File: config.mk
export PLATFORM = sky130hd
export DESIGN_NAME = rf_banked
export DESIGN_NICKNAME = d
export VERILOG_FILES = /design/src/rtl/rf_pkg.sv /design/src/rtl/rf_low_bank.sv /design/src/rtl/rf_sp_bank.sv /design/src/rtl/rf_trap_merge.sv /design/src/rtl/rf_banked.sv
export SDC_FILE = /design/constraint.sdc
export NUM_CORES = 1
export LEC_CHECK = 0
export ABC_AREA = 0
export BUFFER_PORTS_ARGS = -buffer_cell sky130_fd_sc_hd__buf_4
export CAP_MARGIN = 20
export CORE_ASPECT_RATIO = 0.7
export CORE_MARGIN = 2
export CORE_UTILIZATION = 35
export CTS_CLUSTER_SIZE = 20
export DETAILED_ROUTE_END_ITERATION = 12
export PLACE_DENSITY_LB_ADDON = 0.1
export SLEW_MARGIN = 40
export SYNTH_ARGS = -nofsm -noshare
export SYNTH_HDL_FRONTEND = slang
export SYNTH_SLANG_ARGS = --single-unit
File: constraint.sdc
create_clock -name clk -period 3.95 [get_ports clk]
set_input_delay 0.1975 -clock clk [delete_from_list [all_inputs] [get_ports clk]]
set_output_delay 0.1975 -clock clk [all_outputs]
set_load 0.005 [all_outputs]
File: src/rtl/rf_pkg.sv
// Package: shared constants and helpers for the banked register file.
// Assumes a 16-bit status word with fixed field positions.
package rf_pkg;
    localparam int PSW_SET_BIT  = 11;  // low-register set select
    localparam int PSW_CUR_LSB  = 14;  // current-mode field 15:14
    localparam int PSW_PRV_LSB  = 12;  // previous-mode field 13:12
    localparam int MODE_W       = 2;
    localparam int REGNUM_W     = 3;
    localparam logic [REGNUM_W-1:0] SP_NUM = 3'd6;
    localparam logic [REGNUM_W-1:0] PC_NUM = 3'd7;

    // Sign-extend the low byte of a 16-bit word.
    function automatic logic [15:0] sext_byte(input logic [15:0] v);
        return {{8{v[7]}}, v[7:0]};
    endfunction
endpackage

File: src/rtl/rf_low_bank.sv
// Module: rf_low_bank
// Holds NUM_SETS sets of NUM_LOW registers. One write and one read per cycle.
// Assumes the caller qualifies wr_en with the register-number decode.
module rf_low_bank #(
    parameter int DATA_W   = 16,
    parameter int NUM_LOW  = 6,
    parameter int NUM_SETS = 2,
    localparam int IDX_W   = $clog2(NUM_LOW),
    localparam int SET_W   = (NUM_SETS > 1) ? $clog2(NUM_SETS) : 1
) (
    input  logic              clk,
    input  logic              rst_n,
    input  logic              wr_en,
    input  logic [SET_W-1:0]  wr_set,
    input  logic [IDX_W-1:0]  wr_idx,
    input  logic [DATA_W-1:0] wr_data,
    input  logic [SET_W-1:0]  rd_set,
    input  logic [IDX_W-1:0]  rd_idx,
    output logic [DATA_W-1:0] rd_data
);
    localparam int ENTRIES = NUM_SETS * NUM_LOW;

    logic [DATA_W-1:0] q [ENTRIES];

    for (genvar s = 0; s < NUM_SETS; s++) begin : g_set
        for (genvar i = 0; i < NUM_LOW; i++) begin : g_reg
            // Storage element: clear on reset, load when addressed.
            always_ff @(posedge clk) begin
                if (!rst_n)
                    q[s*NUM_LOW+i] <= '0;
                else if (wr_en && wr_set == SET_W'(s) && wr_idx == IDX_W'(i))
                    q[s*NUM_LOW+i] <= wr_data;
            end
        end
    end

    // Read mux over the flattened storage.
    always_comb begin
        rd_data = '0;
        if (int'(rd_idx) < NUM_LOW && int'(rd_set) < NUM_SETS)
            rd_data = q[int'(rd_set)*NUM_LOW + int'(rd_idx)];
    end
endmodule

File: src/rtl/rf_sp_bank.sv
// Module: rf_sp_bank
// One stack-pointer copy per processor mode, indexed by a mode number.
// Assumes the caller resolves the current/previous mode before indexing.
module rf_sp_bank #(
    parameter int DATA_W = 16,
    parameter int MODE_W = 2,
    localparam int COPIES = 1 << MODE_W
) (
    input  logic              clk,
    input  logic              rst_n,
    input  logic              wr_en,
    input  logic [MODE_W-1:0] wr_mode,
    input  logic [DATA_W-1:0] wr_data,
    input  logic [MODE_W-1:0] rd_mode,
    output logic [DATA_W-1:0] rd_data
);
    logic [DATA_W-1:0] sp_q [COPIES];

    for (genvar m = 0; m < COPIES; m++) begin : g_copy
        // Per-mode copy: clear on reset, load when its mode is written.
        always_ff @(posedge clk) begin
            if (!rst_n)
                sp_q[m] <= '0;
            else if (wr_en && wr_mode == MODE_W'(m))
                sp_q[m] <= wr_data;
        end
    end

    // Select the copy for the read mode.
    assign rd_data = sp_q[rd_mode];
endmodule

File: src/rtl/rf_trap_merge.sv
// Module: rf_trap_merge
// Forms the trap-entry status word: the old current mode becomes the
// previous mode, and every other bit comes from the vector's status word.
// Assumes a 16-bit status word with the package field positions.
module rf_trap_merge
    import rf_pkg::*;
(
    input  logic [15:0] old_psw,
    input  logic [15:0] vec_psw,
    output logic [15:0] new_psw
);
    // Replace the previous-mode field with the old current mode.
    always_comb begin
        new_psw = vec_psw;
        new_psw[PSW_PRV_LSB +: MODE_W] = old_psw[PSW_CUR_LSB +: MODE_W];
    end
endmodule

File: src/rtl/rf_banked.sv
// Module: rf_banked (top)
// Eight-entry general register file: banked low registers, a per-mode stack
// pointer and a single program counter. Reads are combinational; writes
// land on the clock edge. Assumes DATA_W is 16 to match the status word.
module rf_banked
    import rf_pkg::*;
#(
    parameter int DATA_W  = 16,
    parameter int NUM_LOW = 6
) (
    input  logic                clk,
    input  logic                rst_n,
    input  logic [15:0]         psw,
    input  logic [REGNUM_W-1:0] rd_num,
    input  logic                rd_prev,
    input  logic                rd_byte,
    output logic [DATA_W-1:0]   rd_data,
    input  logic                wr_en,
    input  logic [REGNUM_W-1:0] wr_num,
    input  logic                wr_prev,
    input  logic                wr_sext,
    input  logic [DATA_W-1:0]   wr_data,
    input  logic [15:0]         trap_psw_in,
    output logic [15:0]         trap_psw_out
);
    localparam int IDX_W = $clog2(NUM_LOW);

    logic              set_sel;
    logic [MODE_W-1:0] cur_mode, prv_mode, rd_mode, wr_mode;
    logic [DATA_W-1:0] wval, low_rd, sp_rd, raw_rd;
    logic              wr_low, wr_sp, wr_pc;
    logic [DATA_W-1:0] pc_q;

    // Status-word field extraction.
    assign set_sel  = psw[PSW_SET_BIT];
    assign cur_mode = psw[PSW_CUR_LSB +: MODE_W];
    assign prv_mode = psw[PSW_PRV_LSB +: MODE_W];

    // Mode index for the stack pointer; the flag only matters for register 6.
    assign rd_mode = rd_prev ? prv_mode : cur_mode;
    assign wr_mode = wr_prev ? prv_mode : cur_mode;

    // Write value: optional byte sign extension.
    assign wval = wr_sext ? {{(DATA_W-8){wr_data[7]}}, wr_data[7:0]} : wr_data;

    // Write target decode.
    assign wr_low = wr_en && (int'(wr_num) < NUM_LOW);
    assign wr_sp  = wr_en && (wr_num == SP_NUM);
    assign wr_pc  = wr_en && (wr_num == PC_NUM);

    rf_low_bank #(.DATA_W(DATA_W), .NUM_LOW(NUM_LOW), .NUM_SETS(2)) u_low (
        .clk     (clk),
        .rst_n   (rst_n),
        .wr_en   (wr_low),
        .wr_set  (set_sel),
        .wr_idx  (wr_num[IDX_W-1:0]),
        .wr_data (wval),
        .rd_set  (set_sel),
        .rd_idx  (rd_num[IDX_W-1:0]),
        .rd_data (low_rd)
    );

    rf_sp_bank #(.DATA_W(DATA_W), .MODE_W(MODE_W)) u_sp (
        .clk     (clk),
        .rst_n   (rst_n),
        .wr_en   (wr_sp),
        .wr_mode (wr_mode),
        .wr_data (wval),
        .rd_mode (rd_mode),
        .rd_data (sp_rd)
    );

    // Program counter: one copy shared by every mode and set.
    always_ff @(posedge clk) begin
        if (!rst_n)
            pc_q <= '0;
        else if (wr_pc)
            pc_q <= wval;
    end

    // Read source select by register number.
    always_comb begin
        if (rd_num == PC_NUM)      raw_rd = pc_q;
        else if (rd_num == SP_NUM) raw_rd = sp_rd;
        else                       raw_rd = low_rd;
    end

    // Byte-mode read mask.
    assign rd_data = rd_byte ? {{(DATA_W-8){1'b0}}, raw_rd[7:0]} : raw_rd;

    rf_trap_merge u_trap (
        .old_psw (psw),
        .vec_psw (trap_psw_in),
        .new_psw (trap_psw_out)
    );
endmodule

-- After elaboration in Yosys (flattened, before gate mapping)
Memories as Yosys holds them, arrays and structs flattened.
Cells that the tools add are included.
- register bits: 16
- RAM bits: 256
- word-level logic and storage cells: 131
- memories: 2
- memory list (memory ; depth ; width ; rd ports ; clocked after memory_dff ; write ports ; line ; source):
    u_low.q ; 12 ; 16 ; 1 ; 0 ; 12 ; rf_low_bank.sv:23 ; logic [DATA_W-1:0] q [ENTRIES];
    u_sp.sp_q ; 4 ; 16 ; 1 ; 0 ; 4 ; rf_sp_bank.sv:17 ; logic [DATA_W-1:0] sp_q [COPIES];
- $add $sub $neg: 1
- multipliers: 1
- $lt $le $gt $ge: 2
- equal/unequal tests: 12
- mux-type cells: 72
- bitwise gates (word level): 17
- reductions and logical operators: 23
- operator list (kind ; number):
    $mux W16 ; 21
    $mux W1 ; 49
    $logic_and A1 B1 Y1 ; 21
    $eq A3 B3 Y1 const B ; 6
    $or A1 B1 Y1 ; 16
    $eq A3 B2 Y1 const B ; 2
    $lt A3 B3 Y1 const B ; 2
    $add A4 B4 Y4 ; 1
    $eq A2 B2 Y1 const B ; 2
    $mux W2 ; 2
    $eq A3 B1 Y1 const B ; 1
    $logic_not A3 Y1 ; 1
    $mul A1 B2 Y3 const B ; 1
    $eq A2 B1 Y1 const B ; 1
    $logic_not A2 Y1 ; 1
    $not A1 Y1 ; 1

-- Logic depth before layout (Yosys ltp)
Gate-level depths: netlist (run 1).
- depth after elaboration: 8
- depth in mapped cells: 10
- depth with buffers taken out: 8

-- Modules after synthesis
Synthesis (run 1) repeated with hierarchy kept, for this count alone.
- cells, all modules: 978
- area, all modules: 13222.7 um2
- modules (own cells, without submodules) (module ; instances ; cells each ; area an instance (um2) ; sequential area each (um2)):
    rf_low_bank ; 1 ; 657 ; 9103.7 ; 5765.5
    rf_sp_bank ; 1 ; 163 ; 2844.0 ; 1921.8
    rf_banked ; 1 ; 142 ; 1154.9 ; 320.3
    rf_trap_merge ; 1 ; 16 ; 120.1 ; 0.0

-- Worst setup path before layout (run 1)
OpenSTA, ideal clock, no wires.
- kind: input -> register
- start point: input port wr_num[2]
- end point: memory u_low.q[11][0] (enable)
- arrival: 1924 ps
- required time: 3539 ps
- path slack: 1615 ps
- stages on the path: 4
- buffers on the path: 1
- path through: nor2b_1 -> clkbuf_1 -> nand2_1 -> o21ai_0
- RTL lines (item ; line ; source):
    from (decl) ; rf_banked.sv:19 ; input logic [REGNUM_W-1:0] wr_num,
    to (decl) ; rf_low_bank.sv:23 ;

-- Worst setup path in the final report (run 1)
- start point: input port psw[11]
- end point: output port rd_data[4]
- cells in the longest elaborated chain, start to end: 7
- ends and longest elaborated chain (item ; line ; source):
    from (decl) ; rf_banked.sv:13 ; input logic [15:0] psw,
    $mul A1 B2 Y3 ; rf_low_bank.sv:41 ; rd_data = q[int'(rd_set)*NUM_LOW + int'(rd_idx)];
    $add A4 B4 Y4 ; rf_low_bank.sv:41 ;
    $mem_v2 Z12 W16 ; n/a ;
    $mux W16 ; rf_low_bank.sv:40 ; if (int'(rd_idx) < NUM_LOW && int'(rd_set) < NUM_SETS)
    $mux W16 ; rf_banked.sv:84 ; else if (rd_num == SP_NUM) raw_rd = sp_rd;
    $mux W16 ; rf_banked.sv:83 ; if (rd_num == PC_NUM) raw_rd = pc_q;
    $mux W16 ; rf_banked.sv:89 ; assign rd_data = rd_byte ? {{(DATA_W-8){1'b0}}, raw_rd[7:0]} : raw_rd;
    to (decl) ; rf_banked.sv:17 ; output logic [DATA_W-1:0] rd_data,
Every way passes these cells.

==> results_dict.tcl, run 1 <==
set metrics [dict create \
    die-area_um2 39000 \
    hold_class "primary input to flip-flop" \
    cts_sinks 272 \
    layout_min_cycle_time_ns 3.04 \
    period_share 0.769 \
    p_leak_nw 5.57 \
    synthCells 1066 \
    power_mw 6.64 \
    hold_violations 0 \
    ys_top_cells_by_area "edfxtp_1, nor2_1, mux4_2, and3_1, and2_1" \
    fmax_ghz 0.329 \
    busiest_layer "met1" \
    ys_seq_area_frac 0.611 \
    fin_skew_ns 0 \
    synth_flop_cell "edfxtp_1" \
    synth_edf_count 256 \
    clk_path_buf_depth 3 \
    slew_viol_final 0 \
    setup_viol 0 \
    cts_tree "done" \
    use_met3 0.0254 \
    io_buffer_count 51 \
    wl_per_cell_um 22.8 \
    ys_ff_latch 272 \
    postRouteAntennaNets 0 \
    worstPathRequired_ns 3.75 \
    synth.distinct_cells 52 \
    crit_type "primary input to output port" \
    track_usage 0.188 \
    crit_chain "buf_4, ha_2, inv_1, fa_2, buf_12, mux4_2, a31oi_1, o2111ai_1, buf_4" \
    h-tree-depth 1 \
    nFillCells 3500 \
    worst_slew_pin_slew_ns 0.792 \
    post_cts_buffers 0 \
    drc_errors 0 \
    start_util 0.354 \
    grt_max_degree 50 \
    syn_nets 1129 \
    cts_hold_buffers 8 \
    first_pass_iters 5 \
    gp_congestion 0.768 \
    synthArstFlopShare 0 \
    powerDensity_nw_per_um2 446 \
    io_pins 93 \
    drt_wl_total_um 36400 \
    antenna_found_initial 0 \
    nNetsFinal 1154 \
    rsz0062_at_grt "no" \
    cp_common_cell "buf_4" \
    synth.avg_cell_area_um2 12.3 \
    yosysWarnings 0 \
    grt_pass1_vias 8610 \
    grtUsageMet2 0.275 \
    n_antenna_cell 0 \
    slew_headroom 0.470 \
    clkLatencyLatePin_ns 0.55 \
    syn_area_um2 13100 \
    grt-ovfl-total 0 \
    core-area_um2 37100 \
    crit_path_start_kind "primary input" \
    yosys.area.top_type "edfxtp_1" \
    slowest_stage "fa_2" \
    tns_ns 0 \
    clk_pin_slew_worst_paths_ns 0.06 \
    core.rowCount 59 \
    drive_gt1_frac 0.177 \
    critical_path.max_stage_delay_ns 0.94 \
    die_h_um 166 \
    cts_root_buffer "clkbuf_16" \
    maxCapViolCount 0 \
    gr-usage-met1 0.296 \
    critPathCaptureType "output port" \
    die_w_um 235 \
    num_vias 8520 \
    synth_top_area_share 0.586 \
    grt_first_pass_wirelength_um 55700 \
    cts_buffers 29 \
    crit_fanout 19 \
    status "completed" \
    syn_to_final_growth_pct 13.6 \
    cts-resized-gates 0 \
    max-vdd-ir-drop_uv 242 \
    drt_iter0_markers 706 \
    crit_arrival_ns 2.84 \
    dpl.hpwl_um 24100 \
    via_per_inst 5.34 \
]
[critical path, delay by kind of cell]
kind	cells	cell delay [ns]
adder cells (fa/ha/maj)	2	1.10
AO/OA/AOI/OAI	2	0.55
multiplexers	1	0.33
buffers and inverters	4	0.64
[synth_stat cells (7+ instances only)]
master      n
nand2_1    64
nor2b_1    15
mux2_2     15
o211a_1    13
edfxtp_1  256
a22oi_1     8
nand2b_1   25
o21ai_0    38
mux2i_1    13
a21boi_0    8
dfxtp_1    16
and2_1     52
buf_4      20
nor2_1    174
a31oi_1    14
nand3_1    10
clkbuf_1   45
mux4_2     26
mux4_1     12
buf_2      32
a21oi_1    40
a32oi_1     7
nor3_1     11
and3_1     83
[cell usage in the layout, fill, tap and decap left out, types with 14 or more instances in the layout]
cell type	n
edfxtp_1	256
nor2_1	174
buf_4	86
and3_1	83
nand2_1	64
and2_1	52
a21oi_1	36
clkbuf_16	29
mux4_2	26
nand2b_1	25
o21ai_0	22
dfxtp_1	16
mux2_2	15
a31oi_1	14
[power by group]
group / leakage [nW] / internal, mW / switching (mW)
registers: 2.58 / 3.31 / 0.0477
logic: 2.58 / 0.315 / 0.478
clock network: 0.414 / 1.37 / 1.12
[stage by stage]
step	std cells	hold slack (ns)	instance area, µm²	setup slack (ns)	utilization
after floorplan	1066	0.342	13100	1.61	-
after global placement	1540	0.395	13900	0.888	0.376
after detailed placement	1540	0.395	14000	0.909	0.377
after CTS	1597	0.0914	14900	0.904	0.402
after global routing	1597	0.129	14900	0.787	0.402
final	1597	0.104	14900	0.912	0.402
[layer usage]
layer  routed length [µm]  vias to the layer above
li1                     -                     3970
met1                18700                     4325
met2                15600                      183
met3                 1380                       42
met4                  731                        0
met5                    0                        -
[kinds of logic (layout without fill, tap and decap cells)]
family,Yosys count,count (layout),synth area share
AND/OR/NAND/NOR,462,462,0.175
buffers and inverters,109,152,0.0424
adder cells (fa/ha/maj),2,2,0.00248
multiplexers,67,67,0.0927
AO/OA/AOI/OAI,154,154,0.0770
flip-flops,272,272,0.611
[sequential cells by signal, summed over array words and instances (netlist names)]
signal,count
u_low.q,192
pc_q,16
u_sp.sp_q,64
[final cells by class]
cell class                      count  area (µm²)  share of cell area
Timing Repair Buffer               96         757              0.0508
Sequential cell                   272        8010               0.538
Clock buffer                       38         779              0.0523
Clock inverter                     11        50.0             0.00336
Inverter                            7        26.3             0.00176
Multi-Input combinational cell    685        4660               0.313
Tap cell                          488         611              0.0410
[final timing paths]
check	from	depth (start not counted)	slack [ns]	endpoint
min	wr_data[14]	3	0.10	u_low.q[5][14]
max	psw[11]	9	0.91	rd_data[4]
max reg2reg	pc_q[1]	2	3.30	pc_q[1]
min reg2reg	pc_q[0]	2	0.46	pc_q[0]
Note: power is estimated with default switching activity, not from simulation.
==> run 2, diff against run 1 <==
clock period = 2.6 ns   (was 3.95 ns; I/O delays follow)
==> run 2 against run 1 <==
Effect of this change: register-to-register slack got worse by 1.4 ns; sequential power increased by 52%; critical endpoint is now rd_data[8]; flip-flop and latch count unchanged; cell count increased by 1.7%; core utilization increased by 0.56 points; total power increased by 54%; clock-buffer cell count decreased by 2; design area increased by 1.4%; clock power increased by 56%; critical path depth increased by 2; sequential share of layout area decreased by 0.74 points; combinational power increased by 56%.
==> results_dict.tcl, run 2 (synthesis results as in run 1) <==
set metrics [dict create \
    via_per_inst 5.24 \
    cts_root_buffer "clkbuf_16" \
    grt_max_degree 45 \
    fmax_ghz 0.411 \
    drc_errors 0 \
    worst_slew_pin_slew_ns 0.686 \
    syn_to_final_growth_pct 15.2 \
    nNetsFinal 1177 \
    die_h_um 166 \
    cp_common_cell "buf_4" \
    rsz0062_at_grt "no" \
    wl_met1_um 18300 \
    layout_min_cycle_time_ns 2.43 \
    cts_hold_buffers 8 \
    slew_headroom 0.542 \
    regMostFlops "u_low.q" \
    dr_wl_met3_um 1250 \
    wl_per_cell_um 22.3 \
    clkLatencyLatePin_ns 0.55 \
    crit_arrival_ns 2.30 \
    layout_common_cells "edfxtp_1, nor2_1, buf_4" \
    setup_viol 0 \
    crit_fanout 16 \
    drt_iter0_markers 541 \
    cts_sinks 272 \
    cts_buffers 28 \
    core-area_um2 37100 \
    critical_path.max_stage_delay_ns 0.59 \
    grt_first_pass_wirelength_um 55500 \
    cts_tree "done" \
    crit_type "primary input to output port" \
    grt_pass1_vias 8686 \
    slew_viol_final 0 \
    place_area_um2 14200 \
    top_regs "u_low.q x192, u_sp.sp_q x64, pc_q x16" \
    die_w_um 235 \
    gp_congestion 0.789 \
    crit_path_start_kind "primary input" \
    hold_violations 0 \
    num_vias 8517 \
    reg2reg_depth 2 \
    dpl.hpwl_um 24300 \
    core.rowCount 59 \
    drive_gt1_frac 0.195 \
    seqCellArea_um2 8010 \
    io_pins 93 \
    critPathCaptureType "output port" \
    largest_register_ff_count 192 \
    tns_ns 0 \
    first_pass_iters 5 \
    h-tree-depth 1 \
    power_mw 10.2 \
    max-vdd-ir-drop_uv 397 \
    worstPathRequired_ns 2.47 \
    cp.buffers_inverters 5 \
    post_cts_buffers 0 \
    postRouteAntennaNets 0 \
    start_util 0.354 \
    p_leak_nw 5.71 \
    min_path_cells 3 \
    multiInputGateArea_um2 4620 \
    fin_skew_ns 0 \
    status "completed" \
    cp_top_family "adder cells" \
    postLayoutCellArea_um2 15100 \
    die-area_um2 39000 \
    clk_pin_slew_worst_paths_ns 0.06 \
    powerDensity_nw_per_um2 678 \
    wl_met2_um 16000 \
    clk_path_buf_depth 3 \
    drt_wl_total_um 36200 \
    grt-ovfl-total 0 \
    maxCapViolCount 0 \
    io_buffer_count 51 \
    path_depth 11 \
    period_share 0.936 \
    hold_class "primary input to flip-flop" \
    slowest_stage "fa_2" \
    n_antenna_cell 0 \
    track_usage 0.186 \
    highest_layer "met4" \
    layout_commonest_cell "edfxtp_1" \
    cts-resized-gates 0 \
    antenna_found_initial 1 \
    nFillCells 3550 \
    crit_chain "buf_4, ha_2, inv_1, fa_2, buf_12, mux4_1, mux2_2, a21oi_1, nor4_1, buf_4, buf_4" \
]
==> run 2: cell count changes in the layout (fill, tap and decap cells not counted), sizes merged <==
cell	previous run	this run
bufinv	0	1
clkbuf	38	36
clkinv	11	15
buf	88	112
==> run 2: power breakdown <==
| part | switching [mW] | total [mW] | internal [mW] |
|---|---|---|---|
| logic | 0.725 | 1.24 | 0.518 |
| registers | 0.0742 | 5.10 | 5.03 |
| clock network | 1.75 | 3.89 | 2.14 |
==> run 2: routing by layer <==
metal	GRT usage	up-vias
li1	-	4022
met1	0.283	4309
met2	0.288	147
met3	0.0259	39
met4	0.0324	0
met5	0	-
==> run 2: cell type report <==
class | instances | share of cell area
Sequential cell | 272 | 0.530
Multi-Input combinational cell | 685 | 0.306
Timing Repair Buffer | 120 | 0.0651
Clock buffer | 36 | 0.0498
Tap cell | 488 | 0.0404
Clock inverter | 16 | 0.00679
Inverter | 7 | 0.00174
==> run 2: path summary, 6_finish.rpt <==
| path | slack [ns] | start | endpoint |
|---|---|---|---|
| max | 0.17 | rd_num[1] | rd_data[8] |
| min | 0.04 | wr_data[15] | u_low.q[6][15] |
| max reg2reg | 1.93 | pc_q[1] | pc_q[1] |
| min reg2reg | 0.47 | pc_q[2] | pc_q[2] |
==> run 2: through the flow <==
| stage | setup slack, ns | utilization | instances | hold slack (ns) |
|---|---|---|---|---|
| after floorplan | 0.332 | - | 1066 | 0.275 |
| after global placement | 0.116 | 0.382 | 1564 | 0.260 |
| after detailed placement | 0.144 | 0.382 | 1564 | 0.260 |
| after CTS | 0.144 | 0.407 | 1624 | 0.0178 |
| after global routing | 0.0916 | 0.407 | 1624 | 0.0401 |
| final | 0.167 | 0.407 | 1624 | 0.0409 |
==> run 2: tightest hold or removal path, cell delays in order <==
cell and delay, ns:
buf_4 0.09, a21oi_4 0.13, nor2_1 0.11
